File: src/rtl/extirq_pkg.sv
package extirq_pkg;

    localparam int CTRL_W     = 32;
    localparam int NUM_LINES  = 4;
    localparam int MASTER_BIT = 12;
    localparam int ROUTE_BIT  = 0;

    typedef enum logic [1:0] {
        SENSE_LEVEL_HI = 2'd0,
        SENSE_RISE     = 2'd1,
        SENSE_FALL     = 2'd2,
        SENSE_LEVEL_LO = 2'd3
    } sense_e;

    typedef struct packed {
        sense_e sense;
        logic   enable;
    } line_cfg_t;

    typedef struct packed {
        logic master_en;
        logic crit_normal;
    } glob_cfg_t;

    function automatic int sense_lsb(input int n);
        return 22 - 2 * n;
    endfunction

    function automatic int enable_bit(input int n);
        return 11 - n;
    endfunction

    function automatic int clear_bit(input int n);
        return 27 - n;
    endfunction

    function automatic logic is_edge_mode(input sense_e s);
        return (s == SENSE_RISE) || (s == SENSE_FALL);
    endfunction

endpackage

File: src/rtl/extirq_sync.sv
module extirq_sync #(
    parameter int WIDTH  = 4,
    parameter int STAGES = 2
) (
    input  logic             clk,
    input  logic             rst,
    input  logic [WIDTH-1:0] d,
    output logic [WIDTH-1:0] q
);
    logic [WIDTH-1:0] stage_q [STAGES];

    always_ff @(posedge clk) begin
        if (rst) stage_q[0] <= '0;
        else     stage_q[0] <= d;
    end

    for (genvar s = 1; s < STAGES; s++) begin : g_stage
        always_ff @(posedge clk) begin
            if (rst) stage_q[s] <= '0;
            else     stage_q[s] <= stage_q[s-1];
        end
    end

    assign q = stage_q[STAGES-1];

endmodule

File: src/rtl/extirq_edge_latch.sv
module extirq_edge_latch
    import extirq_pkg::*;
(
    input  logic   clk,
    input  logic   rst,
    input  sense_e sense,
    input  logic   level_in,
    input  logic   clr,
    output logic   pend
);
    logic prev_q;
    logic hit;
    logic pend_q;

    always_comb begin
        unique case (sense)
            SENSE_RISE: hit = level_in & ~prev_q;
            SENSE_FALL: hit = ~level_in & prev_q;
            default:    hit = 1'b0;
        endcase
    end

    always_ff @(posedge clk) begin
        if (rst) begin
            prev_q <= 1'b0;
            pend_q <= 1'b0;
        end else begin
            prev_q <= level_in;
            // a fresh edge takes priority over a simultaneous clear
            pend_q <= (pend_q & ~clr) | hit;
        end
    end

    assign pend = pend_q;

    p_pend_hold_r3: assert property (@(posedge clk) disable iff (rst)
        (pend && !clr) |=> pend);

    p_set_needs_edge_r3: assert property (@(posedge clk) disable iff (rst)
        $rose(pend) |-> $past(level_in != prev_q));

endmodule

File: src/rtl/extirq_ctrl_reg.sv
module extirq_ctrl_reg
    import extirq_pkg::*;
(
    input  logic                            clk,
    input  logic                            rst,
    input  logic                            wr_en,
    input  logic [CTRL_W-1:0]               wdata,
    input  logic [NUM_LINES-1:0]            pend,
    output line_cfg_t [NUM_LINES-1:0]       cfg,
    output glob_cfg_t                       glob,
    output logic [NUM_LINES-1:0]            clr,
    output logic [CTRL_W-1:0]               rdata
);
    line_cfg_t [NUM_LINES-1:0] cfg_q;
    glob_cfg_t                 glob_q;
    logic                      unused_wdata;

    always_ff @(posedge clk) begin
        if (rst) begin
            cfg_q  <= '0;
            glob_q <= '0;
        end else if (wr_en) begin
            for (int n = 0; n < NUM_LINES; n++) begin
                cfg_q[n].sense  <= sense_e'(wdata[sense_lsb(n) +: 2]);
                cfg_q[n].enable <= wdata[enable_bit(n)];
            end
            glob_q.master_en   <= wdata[MASTER_BIT];
            glob_q.crit_normal <= wdata[ROUTE_BIT];
        end
    end

    always_comb begin
        for (int n = 0; n < NUM_LINES; n++) begin
            clr[n] = wr_en & wdata[clear_bit(n)];
        end
    end

    always_comb begin
        rdata = '0;
        for (int n = 0; n < NUM_LINES; n++) begin
            rdata[sense_lsb(n) +: 2] = cfg_q[n].sense;
            rdata[enable_bit(n)]     = cfg_q[n].enable;
            rdata[clear_bit(n)]      = pend[n];
        end
        rdata[MASTER_BIT] = glob_q.master_en;
        rdata[ROUTE_BIT]  = glob_q.crit_normal;
    end

    assign unused_wdata = ^wdata;
    assign cfg  = cfg_q;
    assign glob = glob_q;

    p_hold_without_write_r10: assert property (@(posedge clk) disable iff (rst)
        !wr_en |=> $stable(cfg_q) && $stable(glob_q));

endmodule

File: src/rtl/extirq_conditioner.sv
module extirq_conditioner
    import extirq_pkg::*;
#(
    parameter int SYNC_STAGES = 2
) (
    input  logic                 clk,
    input  logic                 rst,
    input  logic                 reg_wr,
    input  logic [CTRL_W-1:0]    reg_wdata,
    output logic [CTRL_W-1:0]    reg_rdata,
    input  logic [NUM_LINES-1:0] irq_pin,
    output logic [NUM_LINES-1:0] line_req,
    output logic                 crit_req,
    output logic                 main_req
);
    line_cfg_t [NUM_LINES-1:0] cfg;
    glob_cfg_t                 glob;
    logic [NUM_LINES-1:0]      clr;
    logic [NUM_LINES-1:0]      pend;
    logic [NUM_LINES-1:0]      pin_sync;
    logic [NUM_LINES-1:0]      active;

    extirq_ctrl_reg u_ctrl (
        .clk   (clk),
        .rst   (rst),
        .wr_en (reg_wr),
        .wdata (reg_wdata),
        .pend  (pend),
        .cfg   (cfg),
        .glob  (glob),
        .clr   (clr),
        .rdata (reg_rdata)
    );

    extirq_sync #(
        .WIDTH  (NUM_LINES),
        .STAGES (SYNC_STAGES)
    ) u_sync (
        .clk (clk),
        .rst (rst),
        .d   (irq_pin),
        .q   (pin_sync)
    );

    for (genvar n = 0; n < NUM_LINES; n++) begin : g_line
        extirq_edge_latch u_edge (
            .clk      (clk),
            .rst      (rst),
            .sense    (cfg[n].sense),
            .level_in (pin_sync[n]),
            .clr      (clr[n]),
            .pend     (pend[n])
        );

        // level modes: code bit 0 selects inversion (0 = high, 3 = low)
        assign active[n] = is_edge_mode(cfg[n].sense) ? pend[n]
                         : (pin_sync[n] ^ cfg[n].sense[0]);

        assign line_req[n] = active[n] & cfg[n].enable & glob.master_en;

        p_enable_gate_r5: assert property (@(posedge clk) disable iff (rst)
            !reg_rdata[enable_bit(n)] |-> !line_req[n]);
    end

    assign crit_req = line_req[0] & glob.crit_normal;
    assign main_req = (|line_req[NUM_LINES-1:1]) | (line_req[0] & ~glob.crit_normal);

    p_master_gate_r6: assert property (@(posedge clk) disable iff (rst)
        !reg_rdata[MASTER_BIT] |-> (line_req == '0));

    p_crit_route_r7: assert property (@(posedge clk) disable iff (rst)
        crit_req |-> (reg_rdata[ROUTE_BIT] && line_req[0]));

    p_crit_excl_r7: assert property (@(posedge clk) disable iff (rst)
        (line_req[NUM_LINES-1:1] == '0) |-> !(crit_req && main_req));

endmodule

File: config.mk
export PLATFORM = sky130hd
export DESIGN_NAME = extirq_conditioner
export DESIGN_NICKNAME = d
export VERILOG_FILES = /design/src/rtl/extirq_pkg.sv /design/src/rtl/extirq_sync.sv /design/src/rtl/extirq_edge_latch.sv /design/src/rtl/extirq_ctrl_reg.sv /design/src/rtl/extirq_conditioner.sv
export SDC_FILE = /design/constraint.sdc
export NUM_CORES = 1
export LEC_CHECK = 0
export ABC_CLOCK_PERIOD_IN_PS = 2000
export BUFFER_PORTS_ARGS = -buffer_cell sky130_fd_sc_hd__buf_2
export CAP_MARGIN = 40
export CORE_UTILIZATION = 45
export CTS_BUF_LIST = sky130_fd_sc_hd__clkbuf_8
export CTS_CLUSTER_SIZE = 10
export DETAILED_ROUTE_END_ITERATION = 8
export PLACE_DENSITY = 0.89
export SYNTH_ARGS = -nofsm -noshare
export SYNTH_HDL_FRONTEND = slang
export SYNTH_SLANG_ARGS = --single-unit
File: constraint.sdc
create_clock -name clk -period 2 [get_ports clk]
set_clock_uncertainty 0.15 [all_clocks]
set_input_delay 0.3 -clock clk [delete_from_list [all_inputs] [get_ports clk]]
set_output_delay 0.3 -clock clk [all_outputs]
set_load 0.01 [all_outputs]
# After elaboration in Yosys (flattened, before gate mapping)
# Memories as Yosys holds them, arrays and structs flattened.
# Index checks and enable logic that the tools add are counted.
# op_classes
n_eq_ne,8
n_mux,13
n_bitwise,50
reduce_logical,5
# op_table
op,n
$and A1 B1 Y1,26
$not A1 Y1,13
$eq A2 B1 Y1 const B,4
$eq A2 B2 Y1 const B,4
$mux W4,2
$pmux W1 S2,4
$mux W1,7
$or A1 B1 Y1,7
$logic_or A1 B1 Y1,4
$xor A1 B1 Y1,4
$reduce_or A3 Y1,1
# totals
regBits,22
ram_bits,8
inputBits,39
out_inout_bits,38
elab_cells,95
mem_count,1
# memory_table
name,words,word_bits,read_ports,rd_ports_with_merged_regs,write_ports,line_no,rtl
u_sync.stage_q,2,4,2,0,2,extirq_sync.sv:10,logic [WIDTH-1:0] stage_q [STAGES];

# Depth between registers and ports, before layout
# depth
ltp_word,7
depth_mapped,5
ltp_nobuf,5

# Cells and area by module
# A second synthesis with hierarchy kept.
# unflattened
hier_cells,175
hier_area_um2,1639.1
# by_module_without_submodules
mod,n_inst,cells_per_inst,area_per_inst_um2,seq_area_each_um2
extirq_ctrl_reg,1,82,783.3,280.3
extirq_edge_latch,4,12,116.4,40.0
extirq_sync,1,16,210.2,160.2
extirq_conditioner,1,29,180.2,0.0

# Worst setup path before layout
# Ideal clock, no wire load.
# synth_timing
path_type,reg-to-output
start,"register, netlist name u_ctrl.cfg[1]"
end,output port main_req
arrival_ns,1.543
t_required_ns,1.550
setup_slack_ns,0.007
path_stages_with_launch,6
path_buffers,0
cell_sequence,dfxtp_1 inv_1 ha_1 o211ai_1 a21oi_1 a2111o_1
# synth_via
elab_chain_len,7
elab_cells_between_ends,9
classes_between,eq/ne (2); mux (1); bitwise (5); reduce/logical (1)
# synth_rtl
element,line_no,rtl
$eq A2 B1 Y1 / $eq A2 B2 Y1 (equally long branches),extirq_pkg.sv:38,return (s == SENSE_RISE) || (s == SENSE_FALL);
$logic_or A1 B1 Y1,extirq_pkg.sv:38,
$mux W1 *,extirq_conditioner.sv:56,assign active[n] = is_edge_mode(cfg[n].sense) ? pend[n]
$and A1 B1 Y1 * (2 in series),extirq_conditioner.sv:59,assign line_req[n] = active[n] & cfg[n].enable & glob.master_en;
named net line_req[0],extirq_conditioner.sv:12,"output logic [NUM_LINES-1:0] line_req,"
$and A1 B1 Y1 *,extirq_conditioner.sv:66,assign main_req = (|line_req[NUM_LINES-1:1]) | (line_req[0] & ~glob.crit_normal);
$or A1 B1 Y1 *,extirq_conditioner.sv:66,
end: declaration,extirq_conditioner.sv:14,output logic main_req
# The timed path passes the listed nets; every way through them passes the cells marked *.

# Worst setup path after layout
# layout_timing
start,"register, netlist name u_ctrl.cfg[11]"
end,output port main_req
# layout_via
elab_chain_len,7
elab_cells_between_ends,8
classes_between,eq/ne (2); mux (1); bitwise (3); reduce/logical (2)
# layout_rtl
element,line_no
$eq A2 B1 Y1 / $eq A2 B2 Y1 (equally long branches),extirq_pkg.sv:38
$logic_or A1 B1 Y1 *,extirq_pkg.sv:38
$mux W1 *,extirq_conditioner.sv:56
$and A1 B1 Y1 * (2 in series),extirq_conditioner.sv:59
$reduce_or A3 Y1 *,extirq_conditioner.sv:66
$or A1 B1 Y1 *,extirq_conditioner.sv:66
# Mark *: on every way between the ends. The rest lies on a longest branch, timed or not.

==> results list <==
* Synth top area share: 42.5%
* Minimum setup slack among reg-to-reg paths: 0.72 ns
- The Yosys step of the flow raised 0 warnings.
* Average vias per placed instance: 4.76
- Share of final-layout standard cells stronger than drive strength 1: 40.9%
- STA puts the critical path data required time at 1.55 ns.
- In this run the horizontal extent of the chip is 58.0 um.
* Data arrival at the endpoint of the critical path: 1.63 ns
* Total routed wirelength: 2750 um
- At the later pin of the worst-skew pair, clock insertion delay measures 0.27 ns.
- The synthesized design contains 30 register bits.
- In this run the power density over the cells is 722 mW/mm^2.
- GRT Util Overall: 16.8%
- Antenna Diode Count: 0
* CP endpoint: main_req
* Number of DRC markers after the initial detailed-route iteration: 29
- After synthesis, the netlist uses 19 different library cells.
- Category of the worst setup path launch point: flop
- After clock tree synthesis, the flow added hold-fix buffers numbering 0.
- Max-cap violations in this run came to 0.
- Maximum frequency from static timing analysis: 480 MHz
* Number of port buffers: 48
- For this design the top-level I/O count stands at 77.
- Utilization after layout: 63.4%
- Leaving out filler cells and counting taps, the final layout contains 234.
- Count of TritonRoute iterations in the first routing pass: 6
* Largest area contributor in the netlist: sky130_fd_sc_hd__dfxtp_1
* Maximum resistive drop on vdd: 541 uV
* Unrepaired setup endpoints after global routing: true
- Buffer levels on the longest clock path: 2
* Gpl congestion: 0.752
- Global route total overflow: 0
- Startpoint of the worst hold path: irq_pin[1]
* Routed Antenna Nets: 0
- Counting every instance in the synthesized netlist gives 149.
* Final hold vios: 0
* Clock Tree Root: sky130_fd_sc_hd__clkbuf_8
- Fill cells in the final layout number 257.
- Floorplan Core Area: 0.00285 mm^2
* Nets@finish: 249
- Subtracting the final worst setup slack from the clock period gives 2.08 ns.
- The worst register-to-register path ends at g_line[2].u_edge.pend.
* Placed cells: 222
* Reg2reg path depth: 6
- The initial antenna violation count was 0.
- Via count: 1113
- Average wire per cell in the routed design: 11.7 um
- The count of final max-slew check failures was 0.
- Top area cells in the synthesized netlist: sky130_fd_sc_hd__dfxtp_1 43%, sky130_fd_sc_hd__mux2i_1 9.9%, sky130_fd_sc_hd__buf_4 9.6%, sky130_fd_sc_hd__ha_1 7.1%, sky130_fd_sc_hd__nor2b_1 5.3%
- Clock sinks: 30
- Crit path capture type: primary output
* Via count of the first global-routing pass: 907
* H-tree levels: 2
- Setup violations remaining at the end of the flow were counted as 1.
- The worst setup path is of the reg -> out kind.
- Die extent in y: 58.0 um
- Average size of a mapped cell: 9.48 um^2
* Num CTS Buffers: 5
- The floorplan has 19 rows.
* Die ar.: 0.00337 mm^2
* Worst hold path type: in -> reg
- DRC errors left: 5
- Start of the worst register-to-register path: u_ctrl.cfg[8]
- The cell area that synthesis handed to floorplanning was 0.00141 mm^2.
- For this configuration, the core starts out at a cell density of 49.5%.
- For the pin with the worst max-slew slack, the measured transition is 0.538 ns.
* Post-layout worst setup margin: -0.0812 ns
- Clock tree from TritonCTS: yes
- Of all nets on the critical path, the largest fanout is 4.
- Crit path from: u_ctrl.cfg[11]
- Measured against its own limit, the worst slew margin works out to 64.1%.
- Violated checks: DRC, setup timing
- The HPWL after detailed placement is 1920 um.
- LEAKAGE: 0.870 nW
- In the finished design, the share of the clock period the worst path needs comes to 104%.
* Clock slew at reported path FFs: 0.06 ns
* Largest net degree at the start of global routing: 31
- The first global-routing pass estimated 4060 um of wire.
- Sequential elements use 42.5% of the synthesized area.
* Result of the run: finished, violations left
* Layout-stage area growth over the synthesis result: 28.0%
- In the final timing run, aggregate negative setup slack is -0.0812 ns.
## how the worst min path moves through the flow
stage,end,slack [ns],depth (start not counted)
finish,u_sync.stage_q[0][1],0.08,2
global route,u_sync.stage_q[0][2],0.08,2
CTS,u_sync.stage_q[0][1],0.07,2
detailed placement,u_sync.stage_q[1][2],0.27,1
global placement,u_sync.stage_q[1][2],0.27,1
floorplan,u_sync.stage_q[1][0],0.26,1
## layout by cell type (no fill, tap or decap), types with 4 or more instances in the layout
| master | Yosys | final |
|---|---|---|
| sky130_fd_sc_hd__mux2i_1 | 14 | 14 |
| sky130_fd_sc_hd__a21o_1 | 4 | 4 |
| sky130_fd_sc_hd__conb_1 | 1 | 14 |
| sky130_fd_sc_hd__ha_4 | 0 | 4 |
| sky130_fd_sc_hd__inv_2 | 0 | 4 |
| sky130_fd_sc_hd__nand2_1 | 8 | 8 |
| sky130_fd_sc_hd__xnor2_1 | 4 | 4 |
| sky130_fd_sc_hd__buf_4 | 18 | 8 |
| sky130_fd_sc_hd__nor2_1 | 14 | 14 |
| sky130_fd_sc_hd__nand3b_1 | 8 | 8 |
| sky130_fd_sc_hd__o211ai_1 | 4 | 4 |
| sky130_fd_sc_hd__ha_1 | 8 | 4 |
| sky130_fd_sc_hd__dfxtp_2 | 0 | 5 |
| sky130_fd_sc_hd__buf_2 | 1 | 48 |
| sky130_fd_sc_hd__clkbuf_8 | 0 | 6 |
| sky130_fd_sc_hd__a21oi_1 | 8 | 5 |
| sky130_fd_sc_hd__nor2b_1 | 12 | 12 |
| sky130_fd_sc_hd__inv_1 | 9 | 6 |
| sky130_fd_sc_hd__dfxtp_1 | 30 | 22 |
## through the flow
| step | power (mW) | cell area [um^2] | hold WS, ns | setup WS [ns] |
|---|---|---|---|---|
| 3_3_place_gp | 0.811 | 1610 | 0.268 | 0.0845 |
| 3_5_place_dp | 0.817 | 1610 | 0.274 | 0.0741 |
| 2_1_floorplan | 0.775 | 1460 | 0.264 | 0.00682 |
| 6_report | 1.31 | 1810 | 0.0798 | -0.0812 |
| 5_1_grt | 1.37 | 1810 | 0.0836 | -0.138 |
| 4_1_cts | 1.32 | 1800 | 0.0698 | -0.0832 |
## area by class of cell
cell class / instances / area [um^2] / share of cell area, %
clock buffers: 6 / 82.6 / 4.57
clock inverters: 2 / 8.76 / 0.484
inverters: 9 / 33.8 / 1.87
multi-input cells: 100 / 726 / 40.1
flip-flops and latches: 30 / 618 / 34.2
well taps: 31 / 38.8 / 2.15
repair buffers: 56 / 300 / 16.6
## metal layers
layer / vias up / track usage [%] / routed length, um
met2: 43 / 26.4 / 1330
met5: - / 0 / 0
met1: 511 / 20.7 / 1240
met4: 0 / 8.16 / 31
li1: 555 / - / -
met3: 4 / 5.36 / 150
## flip-flops by register name (all words and copies together) (netlist names)
| name | cells |
|---|---|
| u_ctrl.cfg | 12 |
| u_sync.stage_q | 8 |
| g_line.u_edge.pend | 4 |
| g_line.u_edge.prev_q | 4 |
| u_ctrl.glob | 2 |
## worst max-delay path, stage by stage (launching register included)
cell and delay, ns:
sky130_fd_sc_hd__dfxtp_4 0.36, sky130_fd_sc_hd__ha_4 0.23, sky130_fd_sc_hd__o211ai_1 0.21, sky130_fd_sc_hd__a21oi_2 0.08, sky130_fd_sc_hd__a2111o_1 0.34, sky130_fd_sc_hd__buf_2 0.14
## synthesized netlist by cell type
| library cell | number |
|---|---|
| sky130_fd_sc_hd__dfxtp_1 | 30 |
| sky130_fd_sc_hd__a21oi_1 | 8 |
| sky130_fd_sc_hd__nor2_1 | 14 |
| sky130_fd_sc_hd__nand3b_1 | 8 |
| sky130_fd_sc_hd__a21o_1 | 4 |
| sky130_fd_sc_hd__and2_2 | 1 |
| sky130_fd_sc_hd__buf_4 | 18 |
| sky130_fd_sc_hd__nand2_1 | 8 |
| sky130_fd_sc_hd__buf_2 | 1 |
| sky130_fd_sc_hd__mux2i_1 | 14 |
| sky130_fd_sc_hd__xnor2_1 | 4 |
| sky130_fd_sc_hd__inv_1 | 9 |
| sky130_fd_sc_hd__o211ai_1 | 4 |
| sky130_fd_sc_hd__clkbuf_1 | 3 |
| sky130_fd_sc_hd__a2111o_1 | 1 |
| sky130_fd_sc_hd__ha_1 | 8 |
| sky130_fd_sc_hd__nor2b_1 | 12 |
| sky130_fd_sc_hd__conb_1 | 1 |
| sky130_fd_sc_hd__buf_6 | 1 |
## cell families (layout without fill, tap and decap cells)
logic type | after synthesis | after routing | share of synthesized area, %
other | 1 | 14 | 0.265
buffers and inverters | 32 | 73 | 13.9
adder cells (fa/ha/maj) | 8 | 8 | 7.09
flip-flops | 30 | 30 | 42.5
XOR/XNOR | 4 | 4 | 2.48
multiplexers | 14 | 14 | 9.92
AO/OA/AOI/OAI | 17 | 17 | 7.88
AND/OR/NAND/NOR | 43 | 43 | 15.9
## repair_timing
action / CTS / global route
pin swaps: 8 / 4
gates resized for setup: 18 / 4
buffers inserted: 3 / 1
endpoints found under the setup margin: 2 / 1
## power breakdown
part           total, mW  leakage (nW)  switching (mW)  internal, mW
Sequential         0.647         0.250          0.0219         0.625
Combinational      0.183         0.568          0.0929        0.0901
Clock              0.475        0.0524           0.204         0.271
Power figures use the tool's default switching activity.
